<file path="config.mk">
export PLATFORM = sky130hd
export DESIGN_NAME = tmr_pair
export DESIGN_NICKNAME = d
export VERILOG_FILES = /design/src/rtl/tmr_pkg.sv /design/src/rtl/tmr_tick_gen.sv /design/src/rtl/tmr_edge_det.sv /design/src/rtl/tmr_unit.sv /design/src/rtl/tmr_pair.sv
export SDC_FILE = /design/constraint.sdc
export NUM_CORES = 1
export LEC_CHECK = 0
export BUFFER_PORTS_ARGS = -buffer_cell sky130_fd_sc_hd__buf_2
export CAP_MARGIN = 10
export CORE_ASPECT_RATIO = 0.8
export CORE_MARGIN = 10
export CORE_UTILIZATION = 50
export CTS_CLUSTER_SIZE = 16
export DETAILED_ROUTE_END_ITERATION = 6
export PLACE_DENSITY = 0.69
export SLEW_MARGIN = 30
export SYNTH_ARGS = -nofsm -noshare
export SYNTH_HDL_FRONTEND = slang
export SYNTH_SLANG_ARGS = --single-unit
</file>
<file path="constraint.sdc">
create_clock -name clk_i -period 8.7 [get_ports clk_i]
set_clock_uncertainty 0.1 [all_clocks]
set_input_delay 2.61 -clock clk_i [delete_from_list [all_inputs] [get_ports clk_i]]
set_output_delay 2.61 -clock clk_i [all_outputs]
set_load 0.02 [all_outputs]
</file>
<file path="src/rtl/tmr_pkg.sv">
package tmr_pkg;
  localparam int unsigned BYTE_W = 8;
  localparam int unsigned ADDR_W = 3;
  localparam int unsigned N_TMR  = 2;

  typedef enum logic [1:0] {
    M_13B    = 2'b00,
    M_16B    = 2'b01,
    M_RELOAD = 2'b10,
    M_SPLIT  = 2'b11
  } tmr_mode_e;

  typedef struct packed {
    logic      gate;
    logic      csel;
    tmr_mode_e mode;
  } tmr_cfg_t;

  localparam logic [ADDR_W-1:0] A_MODE = 3'd4;
  localparam logic [ADDR_W-1:0] A_CTRL = 3'd5;
endpackage

</file>
<file path="src/rtl/tmr_tick_gen.sv">
module tmr_tick_gen #(
  parameter int unsigned DIV = 12
) (
  input  logic clk_i,
  input  logic rst_ni,
  output logic tick_o
);
  localparam int unsigned CW = (DIV > 1) ? $clog2(DIV) : 1;
  localparam logic [CW-1:0] LAST = CW'(DIV - 1);

  logic [CW-1:0] cnt_q;

  always_ff @(posedge clk_i or negedge rst_ni) begin
    if (!rst_ni)            cnt_q <= '0;
    else if (cnt_q == LAST) cnt_q <= '0;
    else                    cnt_q <= cnt_q + 1'b1;
  end

  assign tick_o = (cnt_q == LAST);
endmodule

</file>
<file path="src/rtl/tmr_edge_det.sv">
module tmr_edge_det (
  input  logic clk_i,
  input  logic rst_ni,
  input  logic sample_en_i,
  input  logic pin_i,
  output logic fall_o
);
  logic smp_q;

  always_ff @(posedge clk_i or negedge rst_ni) begin
    if (!rst_ni)          smp_q <= 1'b0;
    else if (sample_en_i) smp_q <= pin_i;
  end

  // previous sample high, this sample low
  assign fall_o = sample_en_i & smp_q & ~pin_i;
endmodule

</file>
<file path="src/rtl/tmr_unit.sv">
module tmr_unit
  import tmr_pkg::*;
#(
  parameter int unsigned W        = 8,
  parameter int unsigned PW       = 5,
  parameter bit          SPLIT_OK = 1'b1
) (
  input  tmr_mode_e      mode_i,
  input  logic           inc_i,
  input  logic           inc_hi_i,
  input  logic [W-1:0]   lo_i,
  input  logic [W-1:0]   hi_i,
  output logic [W-1:0]   lo_o,
  output logic [W-1:0]   hi_o,
  output logic           ovf_o,
  output logic           ovf_hi_o
);
  always_comb begin
    lo_o     = lo_i;
    hi_o     = hi_i;
    ovf_o    = 1'b0;
    ovf_hi_o = 1'b0;
    unique case (mode_i)
      M_13B: if (inc_i) begin
        lo_o[PW-1:0] = lo_i[PW-1:0] + 1'b1;
        if (&lo_i[PW-1:0]) begin
          hi_o  = hi_i + 1'b1;
          ovf_o = &hi_i;
        end
      end
      M_16B: if (inc_i) begin
        lo_o = lo_i + 1'b1;
        if (&lo_i) begin
          hi_o  = hi_i + 1'b1;
          ovf_o = &hi_i;
        end
      end
      M_RELOAD: if (inc_i) begin
        if (&lo_i) begin
          lo_o  = hi_i;
          ovf_o = 1'b1;
        end else begin
          lo_o  = lo_i + 1'b1;
        end
      end
      M_SPLIT: if (SPLIT_OK) begin
        if (inc_i) begin
          lo_o  = lo_i + 1'b1;
          ovf_o = &lo_i;
        end
        if (inc_hi_i) begin
          hi_o     = hi_i + 1'b1;
          ovf_hi_o = &hi_i;
        end
      end
      default: ;
    endcase
  end
endmodule

</file>
<file path="src/rtl/tmr_pair.sv">
module tmr_pair
  import tmr_pkg::*;
#(
  parameter int unsigned TICK_DIV = 12,
  parameter int unsigned PRE_W    = 5
) (
  input  logic                  clk_i,
  input  logic                  rst_ni,
  input  logic                  wr_en_i,
  input  logic [ADDR_W-1:0]     addr_i,
  input  logic [BYTE_W-1:0]     wdata_i,
  output logic [BYTE_W-1:0]     rdata_o,
  input  logic [N_TMR-1:0]      evt_i,
  input  logic [N_TMR-1:0]      gate_pin_i,
  input  logic [N_TMR-1:0]      ack_i,
  output logic [N_TMR-1:0]      flag_o
);
  logic                         tick;
  logic [N_TMR-1:0][BYTE_W-1:0] lo_q, hi_q, lo_nxt, hi_nxt;
  tmr_cfg_t [N_TMR-1:0]         cfg_q;
  logic [N_TMR-1:0]             run_q, flag_q;
  logic [N_TMR-1:0]             fall, inc, inc_hi, ovf, ovf_hi, set_flag;
  logic                         split0, ctrl_wr;

  tmr_tick_gen #(.DIV(TICK_DIV)) u_tick (
    .clk_i (clk_i),
    .rst_ni(rst_ni),
    .tick_o(tick)
  );

  assign split0  = (cfg_q[0].mode == M_SPLIT);
  assign ctrl_wr = wr_en_i && (addr_i == A_CTRL);

  for (genvar k = 0; k < N_TMR; k++) begin : g_tmr
    localparam logic [ADDR_W-1:0] A_LO = ADDR_W'(2 * k);
    localparam logic [ADDR_W-1:0] A_HI = ADDR_W'(2 * k + 1);
    logic              gate_ok;
    logic [BYTE_W-1:0] lo_r, hi_r;

    tmr_edge_det u_edge (
      .clk_i      (clk_i),
      .rst_ni     (rst_ni),
      .sample_en_i(tick),
      .pin_i      (evt_i[k]),
      .fall_o     (fall[k])
    );

    assign gate_ok = run_q[k] & (~cfg_q[k].gate | gate_pin_i[k]);
    assign inc[k]  = gate_ok & (cfg_q[k].csel ? fall[k] : tick);

    if (k == 0) begin : g_hi_src
      assign inc_hi[k] = run_q[1] & tick;   // split high half: tick only
    end else begin : g_hi_none
      assign inc_hi[k] = 1'b0;
    end

    tmr_unit #(.W(BYTE_W), .PW(PRE_W), .SPLIT_OK(k == 0)) u_unit (
      .mode_i  (cfg_q[k].mode),
      .inc_i   (inc[k]),
      .inc_hi_i(inc_hi[k]),
      .lo_i    (lo_q[k]),
      .hi_i    (hi_q[k]),
      .lo_o    (lo_nxt[k]),
      .hi_o    (hi_nxt[k]),
      .ovf_o   (ovf[k]),
      .ovf_hi_o(ovf_hi[k])
    );

    always_ff @(posedge clk_i or negedge rst_ni) begin
      if (!rst_ni) begin
        lo_r <= '0;
        hi_r <= '0;
      end else begin
        lo_r <= (wr_en_i && addr_i == A_LO) ? wdata_i : lo_nxt[k];
        hi_r <= (wr_en_i && addr_i == A_HI) ? wdata_i : hi_nxt[k];
      end
    end
    assign lo_q[k] = lo_r;
    assign hi_q[k] = hi_r;
  end

  assign set_flag[0] = ovf[0];
  assign set_flag[1] = split0 ? ovf_hi[0] : (ovf[1] | ovf_hi[1]);

  always_ff @(posedge clk_i or negedge rst_ni) begin
    if (!rst_ni) begin
      cfg_q  <= '0;
      run_q  <= '0;
      flag_q <= '0;
    end else begin
      if (wr_en_i && addr_i == A_MODE) cfg_q <= wdata_i;
      if (ctrl_wr) run_q <= {wdata_i[2], wdata_i[0]};
      for (int k = 0; k < N_TMR; k++) begin
        if (set_flag[k])
          flag_q[k] <= 1'b1;
        else if (ack_i[k] || (ctrl_wr && wdata_i[2*k+1]))
          flag_q[k] <= 1'b0;
      end
    end
  end

  always_comb begin
    unique case (addr_i)
      3'd0:    rdata_o = lo_q[0];
      3'd1:    rdata_o = hi_q[0];
      3'd2:    rdata_o = lo_q[1];
      3'd3:    rdata_o = hi_q[1];
      A_MODE:  rdata_o = cfg_q;
      A_CTRL:  rdata_o = {4'b0, flag_q[1], run_q[1], flag_q[0], run_q[0]};
      default: rdata_o = '0;
    endcase
  end

  assign flag_o = flag_q;
endmodule

</file>
# Word-level counts from Yosys, hierarchy flattened

Cells that the tools add are included.

$add $sub $neg: 7
Eq/ne operators: 26
Mux-type cells: 52
Bitwise logic cells: 15
Reduce and logical (&&, ||, !) cells: 33

Operator list:

| cell                                          | count |
|---|---|
| 2-to-1 mux 8 bit                              | 19 |
| case mux 8 bit (6 select lines)               | 1 |
| adder 8 x 1 -> 8 bit, second input constant   | 4 |
| AND reduction 8 bit                           | 4 |
| != test 3 bit, second input constant          | 10 |
| case mux 5 bit (3 select lines)               | 2 |
| case mux 8 bit (3 select lines)               | 1 |
| 2-to-1 mux 1 bit                              | 21 |
| case mux 8 bit (2 select lines)               | 1 |
| AND reduction 5 bit                           | 3 |
| != test 3 x 2 -> 1 bit, second input constant | 4 |
| case mux 3 bit (2 select lines)               | 2 |
| nonzero test 4 bit                            | 3 |
| adder 5 x 1 -> 5 bit, second input constant   | 2 |
| 2-to-1 mux 5 bit                              | 2 |
| bitwise AND 1 bit                             | 9 |
| AND reduction 3 bit                           | 3 |
| logical AND 1 bit                             | 8 |
| == test 2 bit, second input constant          | 3 |
| == test 3 x 2 -> 1 bit, second input constant | 2 |
| == test 3 bit, second input constant          | 2 |
| AND reduction 6 bit                           | 1 |
| nonzero test 3 bit                            | 2 |
| adder 4 x 1 -> 4 bit, second input constant   | 1 |
| other kinds (15)                              | 23 |

Bits in registers: 50
Input bits: 20
Output and inout bits: 10
Word-level logic and storage cells: 151

# Longest topological paths before layout

Gate-level depths: netlist of the first run.

Word-level depth: 9
Depth in mapped cells: 8
Gate-level depth less buffers: 8

# Hierarchy

From an unflattened synthesis of the first run, not the netlist that was laid out.

Cells, all modules: 425
Area, all modules: 4035.1 sq um

Modules (own cells, without submodules):

| module                      | times used | cells an instance | area each (sq um) | seq. area each (sq um) |
|---|---|---|---|---|
| tmr_pair                    | 1          | 163               | 2205.9            | 1101.1 |
| tmr_unit at g_tmr[0].u_unit | 1          | 126               | 794.5             | 0.0 |
| tmr_unit at g_tmr[1].u_unit | 1          | 116               | 760.7             | 0.0 |
| tmr_tick_gen                | 1          | 14                | 173.9             | 100.1 |
| tmr_edge_det                | 2          | 3                 | 50.0              | 25.0 |

# Worst setup path after synthesis of the first run

No wires, ideal clock.

Kind: in2out
From: input port addr_i[0]
To: output port rdata_o[5]
Arrival: 3995 ps
Required time: 5990 ps
Setup slack: 1995 ps
Stages on the path: 5
Path buffers: 2
Cells stage by stage: clkbuf_1 clkbuf_1 mux4_2 inv_1 o21ai_0

Longest elaborated chain between the ends: 2
Elaborated cells between the ends (all ways): 7
Those cells by class: eq/ne (5); mux (1); reduce/logical (1)

RTL lines:

| item                                  | RTL line        | text |
|---|---|---|
| start, declared                       | tmr_pair.sv:10  | `input logic [ADDR_W-1:0] addr_i,` |
| == test 3 bit (tied with other cells) | tmr_pair.sv:103 | `unique case (addr_i)` |
| case mux 8 bit (6 select lines) (*)   | tmr_pair.sv:103 |  |
| end, declared                         | tmr_pair.sv:12  | `output logic [BYTE_W-1:0] rdata_o,` |

Every way passes the cells marked *; elsewhere a longest branch is shown, timed or not.

# Worst setup path after layout of the first run

From: input port addr_i[0]
To: output port rdata_o[2]

Same word-level chain as after synthesis.

==> results of run 1 <==
[cell usage in the layout, fill, tap and decap left out, drive strengths merged, types with 5 or more instances in the layout]
| cell type | n |
|---|---|
| and2 | 6 |
| mux2 | 12 |
| nor3 | 12 |
| nand2 | 45 |
| nand4 | 13 |
| nand2b | 5 |
| o22ai | 5 |
| and3 | 11 |
| xor2 | 9 |
| clkbuf | 5 |
| o211ai | 8 |
| nor2 | 31 |
| a31oi | 6 |
| nor2b | 8 |
| buf | 30 |
| nand3 | 23 |
| a21oi | 21 |
| ha | 11 |
| dfrtp | 50 |
| inv | 15 |
| mux4 | 5 |
| o21ai | 26 |
| mux2i | 21 |
[final cells by class]
cell class,instances,area [um^2]
clock buffers,5,68.82
clock inverters,3,40.04
fillers,646,3030
inverters,15,56.30
multi-input cells,325,2183
flip-flops and latches,50,1251
well taps,87,108.9
repair buffers,30,152.6
[state kept, by name (all words and copies together) (netlist names)]
name                count
cfg_q                   8
g_tmr.u_edge.smp_q      2
g_tmr.lo_r             16
run_q                   2
flag_o                  2
g_tmr.hi_r             16
u_tick.cnt_q            4
[cell families after synthesis]
kind of cell / after synthesis / synth area share, %
muxes: 38 / 13.07
DFF: 50 / 35.14
buffers and inverters: 33 / 3.549
xor gates and xnor gates: 13 / 3.197
and+or+nand+nor: 173 / 24.60
adders and majority gates: 11 / 3.865
AOI/OAI and AO/OA: 90 / 16.59
[critical path, cell delays in order]
cell and delay [ns]:
buf_2 0.31, mux4_1 0.63, mux2_2 0.28, buf_2 0.16
[routing by layer]
metal | GRT usage, % | routed length (um) | vias up
li1 | - | - | 1536
met1 | 27.65 | 4794 | 1581
met5 | 0 | 0 | -
met3 | 4.018 | 821 | 15
met2 | 29.36 | 4655 | 139
met4 | 4.479 | 120 | 0
[power by group]
part | leakage [nW] | internal, mW | switching, mW
Combinational | 0.980 | 0.111 | 0.133
Clock | 0.0579 | 0.0849 | 0.0854
Sequential | 0.590 | 0.276 | 0.0834
Total | 1.63 | 0.472 | 0.301
[stage by stage]
stage | cell area [um^2] | worst slack (ns) | utilization (%) | cells
after CTS | 3861 | 2.014 | 56.03 | 515
after floorplan | 3561 | 1.995 | - | 408
final | 3861 | 2.000 | 56.03 | 515
after detailed placement | 3752 | 2.020 | 54.45 | 507
after global routing | 3861 | 1.947 | 56.03 | 515
after global placement | 3752 | 2.043 | 54.45 | 507
[cells in the mapped netlist (all sizes together) (2+ instances only)]
| cell type | count | area, um^2 |
|---|---|---|
| a21o | 2 | 15.01 |
| mux2i | 21 | 210.2 |
| a22oi | 2 | 15.01 |
| nand3 | 23 | 115.1 |
| o31ai | 2 | 28.78 |
| o22ai | 5 | 31.28 |
| o21ai | 26 | 130.1 |
| a21oi | 21 | 105.1 |
| inv | 15 | 56.30 |
| a211oi | 2 | 15.01 |
| xor2 | 9 | 78.83 |
| mux4 | 5 | 116.4 |
| or2 | 3 | 18.77 |
| nand2 | 45 | 168.9 |
| clkbuf | 14 | 52.55 |
| dfrtp | 50 | 1251 |
| ha | 11 | 137.6 |
| mux2 | 12 | 138.9 |
| nor3 | 12 | 60.06 |
| o2111a | 2 | 22.52 |
| nor2b | 8 | 50.05 |
| and4 | 2 | 17.52 |
| xnor2 | 4 | 35.03 |
| nor2 | 31 | 116.4 |
| o211ai | 8 | 60.06 |
| buf | 4 | 17.52 |
| nand2b | 5 | 31.28 |
| nand3b | 2 | 15.01 |
| nor4 | 4 | 25.02 |
| nand4 | 13 | 87.58 |
| or3 | 4 | 26.28 |
| a31oi | 6 | 37.54 |
| and2 | 6 | 37.54 |
| a32oi | 3 | 26.28 |
| and3 | 11 | 71.31 |
| o2111ai | 2 | 23.77 |
[final timing paths]
check / start / to / cells after the start / slack [ns]
max: addr_i[0] / rdata_o[2] / 4 / 2.00
min: u_tick.cnt_q[0]$_DFF_PN0_ / u_tick.cnt_q[0]$_DFF_PN0_ / 1 / 0.37
max reg2reg: u_tick.cnt_q[0]$_DFF_PN0_ / g_tmr[0].hi_r[2]$_DFFE_PN0P_ / 6 / 6.14
min reg2reg: u_tick.cnt_q[0]$_DFF_PN0_ / u_tick.cnt_q[0]$_DFF_PN0_ / 1 / 0.37
max in group asynchronous: rst_ni / g_tmr[1].hi_r[2]$_DFFE_PN0P_ / 2 / 5.75
min in group asynchronous: rst_ni / u_tick.cnt_q[3]$_DFF_PN0_ / 2 / 2.29
==> metrics.md, run 1 <==
| Metric | Value |
|---|---|
| Final setup violation count | `0` |
| # rows | `27` |
| Status | `completed` |
| Required time of the worst setup path | `5.99 ns` |
| Slew Viols, Final | `0` |
| Post-Syn Nets | `439` |
| Clock sinks | `50` |
| Postcts setup bufs | `0` |
| Mapped Avg Cell Area | `8.728 um^2` |
| Post-route DRC | `0` |
| Layout net count | `458` |
| Via Count | `3271` |
| Chip height | `around 95 um` |
| Vias/cell | `approximately 6.4` |
| Final hold slack | `0.3688 ns` |
| TNS Setup | `0 ns` |
| Routability congestion estimate | `0.9736` |
| Top_reg_cell synth | `dfrtp_1` |
| Hold Vio Cnt, Final | `0` |
| First-pass GRT wire length | `between 15 and 20 mm` |
| CTS max path bufs | `2` |
| WL final | `10.39 mm` |
| Routed length per instance | `20.18 um` |
| Vias in the first global route | `about 3100` |
| #FFs+latches synth | `50` |
| CTS H-tree depth | `2` |
| CP Launch Type | `primary input` |
| Dpl hpwl | `7.602 mm` |
| CTS tree | `yes` |
| Post-synth ARST share | `100.0%` |
| DRT Pass-1 Iters | `5` |
| Core ar. | `6892 um^2` |
| Clk_lat worst skew | `0.32 ns` |
| Hold Buf Count CTS | `0` |
| Port Buffers | `29` |
| P&R area growth vs syn | `8.433%` |
| Number of synthesized flops with an enable pin | `0` |
| Die W | `approximately 110 um` |
| Synthesized cell area | `3561 um^2` |
| DR iter-0 viols | `373` |
| Share of cells above drive strength 1 | `between 10% and 20%` |
| Starting density of the core | `51.67%` |
| Clock transition at path regs | `0.10 ns` |
| Crit end category | `primary output` |
| Synth cell types | `58` |
| Sequential fraction of the synthesis area | `35.14%` |
| Critical path fanouts, max | `15` |
| ANT cells | `0` |
| Root Buffer | `clkbuf_8` |
| GRT Overall Usage | `19.39%` |
| I/O pin cnt | `30` |
| Count of warnings emitted by yosys | `0` |
| Crit Path Class | `primary input to primary output` |
| Initial antenna violation count | `0` |
| Relative slew slack | `55.97%` |
| Mapped Cells | `slightly above 400` |
| Tmin final | `about 6.7 ns` |
| Final Cycle Share | `77.01%` |
| Critical path arrival | `about 4 ns` |
| Post-cts sizing count | `0` |
| Max VDD drop | `0.08540 mV` |
| Max Fclk | `0.1493 GHz` |
| Worst hold-check path type | `flop to flop` |
| Max-Cap Viols | `0` |
| Largest net degree at the start of global routing | `51` |
| Pwr Density | `200.3 nW/um^2` |
| Leak Pwr | `1.628 nW` |
| Grt ovf | `0` |
| Tightest Pin Transition | `between 0.6 and 0.7 ns` |
| Overall Power | `between 0.7 and 0.8 mW` |
| RSZ-0062 raised after global routing | `no` |
| Post-DRT Antenna Nets | `0` |
| Die ar. | `10920 um^2` |
| TritonCTS buffer count | `5` |
(Power assumes the default switching activity.)
==> run 2: changes to the inputs <==
- PLACE_DENSITY: 0.69 -> 0.71
- clock period: 8.7 -> 6 ns (I/O delays scaled with it)
==> metrics.md, run 2 (synthesis gave the netlist of run 1 again) <==
| Metric | Value |
|---|---|
| Status | `completed` |
| Initial antenna violation count | `2` |
| Reg2Reg Launch Point | `u_tick.cnt_q[0]$_DFF_PN0_` |
| P&R area growth vs syn | `8.046%` |
| Met1 Use GR | `28.14%` |
| CTS H-tree depth | `2` |
| Starting density of the core | `51.67%` |
| Comb pwr share | `32.6%` |
| Layout fillers | `roughly 650` |
| Required time of the worst setup path | `4.10 ns` |
| Design internal power | `0.6443 mW` |
| Dpl hpwl | `7.488 mm` |
| Post-DRT Antenna Nets | `0` |
| CTS tree | `yes` |
| Core ar. | `6892 um^2` |
| Slew Viols, Final | `0` |
| Clk_lat worst skew | `0.31 ns` |
| Tightest Pin Transition | `around 0.66 ns` |
| Vias/cell | `about 6.4` |
| Postcts setup bufs | `0` |
| CP Launch Type | `primary input` |
| Sw power | `0.4370 mW` |
| Global-route met3 utilization | `under 10%` |
| Hold Vio Cnt, Final | `0` |
| Layout net count | `458` |
| Via Count | `3301` |
| Clock power share | `18.9%` |
| Critical path arrival | `3.16 ns` |
| I/O pin cnt | `30` |
| Final Cycle Share | `84.37%` |
| CTS max path bufs | `2` |
| Die W | `114.4 um` |
| DRT Pass-1 Iters | `6` |
| Max-Cap Viols | `0` |
| Critical path fanouts, max | `15` |
| GRT busiest layer | `met2` |
| Worst Hold Depth | `1` |
| Commonest non-fill, non-tap cell in the layout | `dfrtp_1` |
| Critical R2R Capture | `g_tmr[0].hi_r[2]$_DFFE_PN0P_` |
| Sw frac | `40.41%` |
| Crit Path Class | `primary input to primary output` |
| Final setup violation count | `0` |
| Post-route DRC | `0` |
| R2R depth | `6` |
| Relative slew slack | `about 56%` |
| R2R setup slack | `3.38 ns` |
| WL final | `10.49 mm` |
| Die ar. | `10920 um^2` |
| Flop pwr share | `between 40% and 50%` |
| Tmin final | `approximately 5 ns` |
| Clock sinks | `50` |
| Clock transition at path regs | `0.10 ns` |
| Port Buffers | `29` |
| Pwr Density | `281.0 nW/um^2` |
| Post-Layout Cell Count | `517` |
| Min-Delay Endpoint | `u_tick.cnt_q[0]$_DFF_PN0_` |
| HP Start | `u_tick.cnt_q[0]$_DFF_PN0_` |
| # rows | `27` |
| Worst hold-check path type | `flop to flop` |
| First-pass GRT wire length | `16.82 mm` |
| M2 GR Usage | `28.36%` |
| Grt ovf | `0` |
| TNS Setup | `0 ns` |
| Hold Buf Count CTS | `0` |
| Share of cells above drive strength 1 | `14.95%` |
| Most frequent cells in the layout | `dfrtp_1 (50), nand2_1 (45), nor2_1 (31)` |
| Max VDD drop | `0.1201 mV` |
| GRT Overall Usage | `19.45%` |
| Leak Pwr | `1.614 nW` |
| Max Fclk | `0.1976 GHz` |
| TritonCTS buffer count | `5` |
| Placed cell count | `507` |
| Root Buffer | `clkbuf_8` |
| DR iter-0 viols | `367` |
| Regs by FF count | `g_tmr.hi_r (16), g_tmr.lo_r (16), cfg_q (8)` |
| Routed length per instance | `slightly above 20 um` |
| Crit end category | `primary output` |
| Routability congestion estimate | `0.9547` |
| Post-cts sizing count | `0` |
| Vias in the first global route | `3109` |
| Largest net degree at the start of global routing | `51` |
| Chip height | `95.48 um` |
| RSZ-0062 raised after global routing | `no` |
==> run 2: changes by cell type in the layout (fill, tap and decap cells not counted) <==
cell / before / now
diode_2: 0 / 2
bufinv_16: 1 / 0
clkinv_2: 2 / 1
clkinv_4: 0 / 1
clkinvlp_4: 0 / 1
==> run 2: final cells by class <==
cell class,count,area [um^2],share of cell area (%)
tap,87,108.9,2.829
multi-input combinational,325,2183,56.75
inverter,15,56.30,1.463
clock buffer,5,68.82,1.789
antenna,2,5.005,0.1301
timing repair buffer,30,152.6,3.967
clock inverter,3,21.27,0.5528
sequential,50,1251,32.52
==> run 2: worst max-delay path by stage <==
stage	start	to	slack, ns
2_1_floorplan	addr_i[0]	rdata_o[5]	0.91
3_3_place_gp	addr_i[0]	rdata_o[7]	0.96
3_5_place_dp	addr_i[0]	rdata_o[7]	0.96
4_1_cts	addr_i[0]	rdata_o[7]	0.95
5_1_grt	addr_i[0]	rdata_o[7]	0.87
6_report	addr_i[0]	rdata_o[7]	0.94
==> run 2: per-stage QoR <==
step	utilization, %	worst slack (ns)	area, um^2	total power, mW	hold WS, ns
global placement	54.45	0.9627	3752	0.8625	0.3472
detailed placement	54.45	0.9568	3752	0.8756	0.3552
global route	55.79	0.8660	3845	1.153	0.3834
finish	55.83	0.9380	3847	1.081	0.3669
CTS	55.76	0.9541	3842	1.080	0.3696
floorplan	-	0.9148	3561	0.7523	0.3326
==> run 2: routing by layer <==
layer / wire length [um] / part of all wire, %
met1: 4803 / 46
met3: 1028 / 9.8
met4: 226 / 2.2
met2: 4432 / 42
met5: 0 / 0
==> run 2: power groups by stage <==
| stage | registers [mW] | clock network (mW) | logic (mW) |
|---|---|---|---|
| finish | 0.525 | 0.204 | 0.353 |
| global route | 0.536 | 0.222 | 0.396 |
| CTS | 0.520 | 0.209 | 0.351 |
| detailed placement | 0.527 | 0 | 0.349 |
| global placement | 0.525 | 0 | 0.338 |
| floorplan | 0.475 | 0 | 0.278 |
==> run 2: critical path, stage by stage <==
cell     delay, ns
buf_2         0.31
mux4_2        0.54
nor2b_1       0.14
a31o_2        0.22
buf_2         0.15
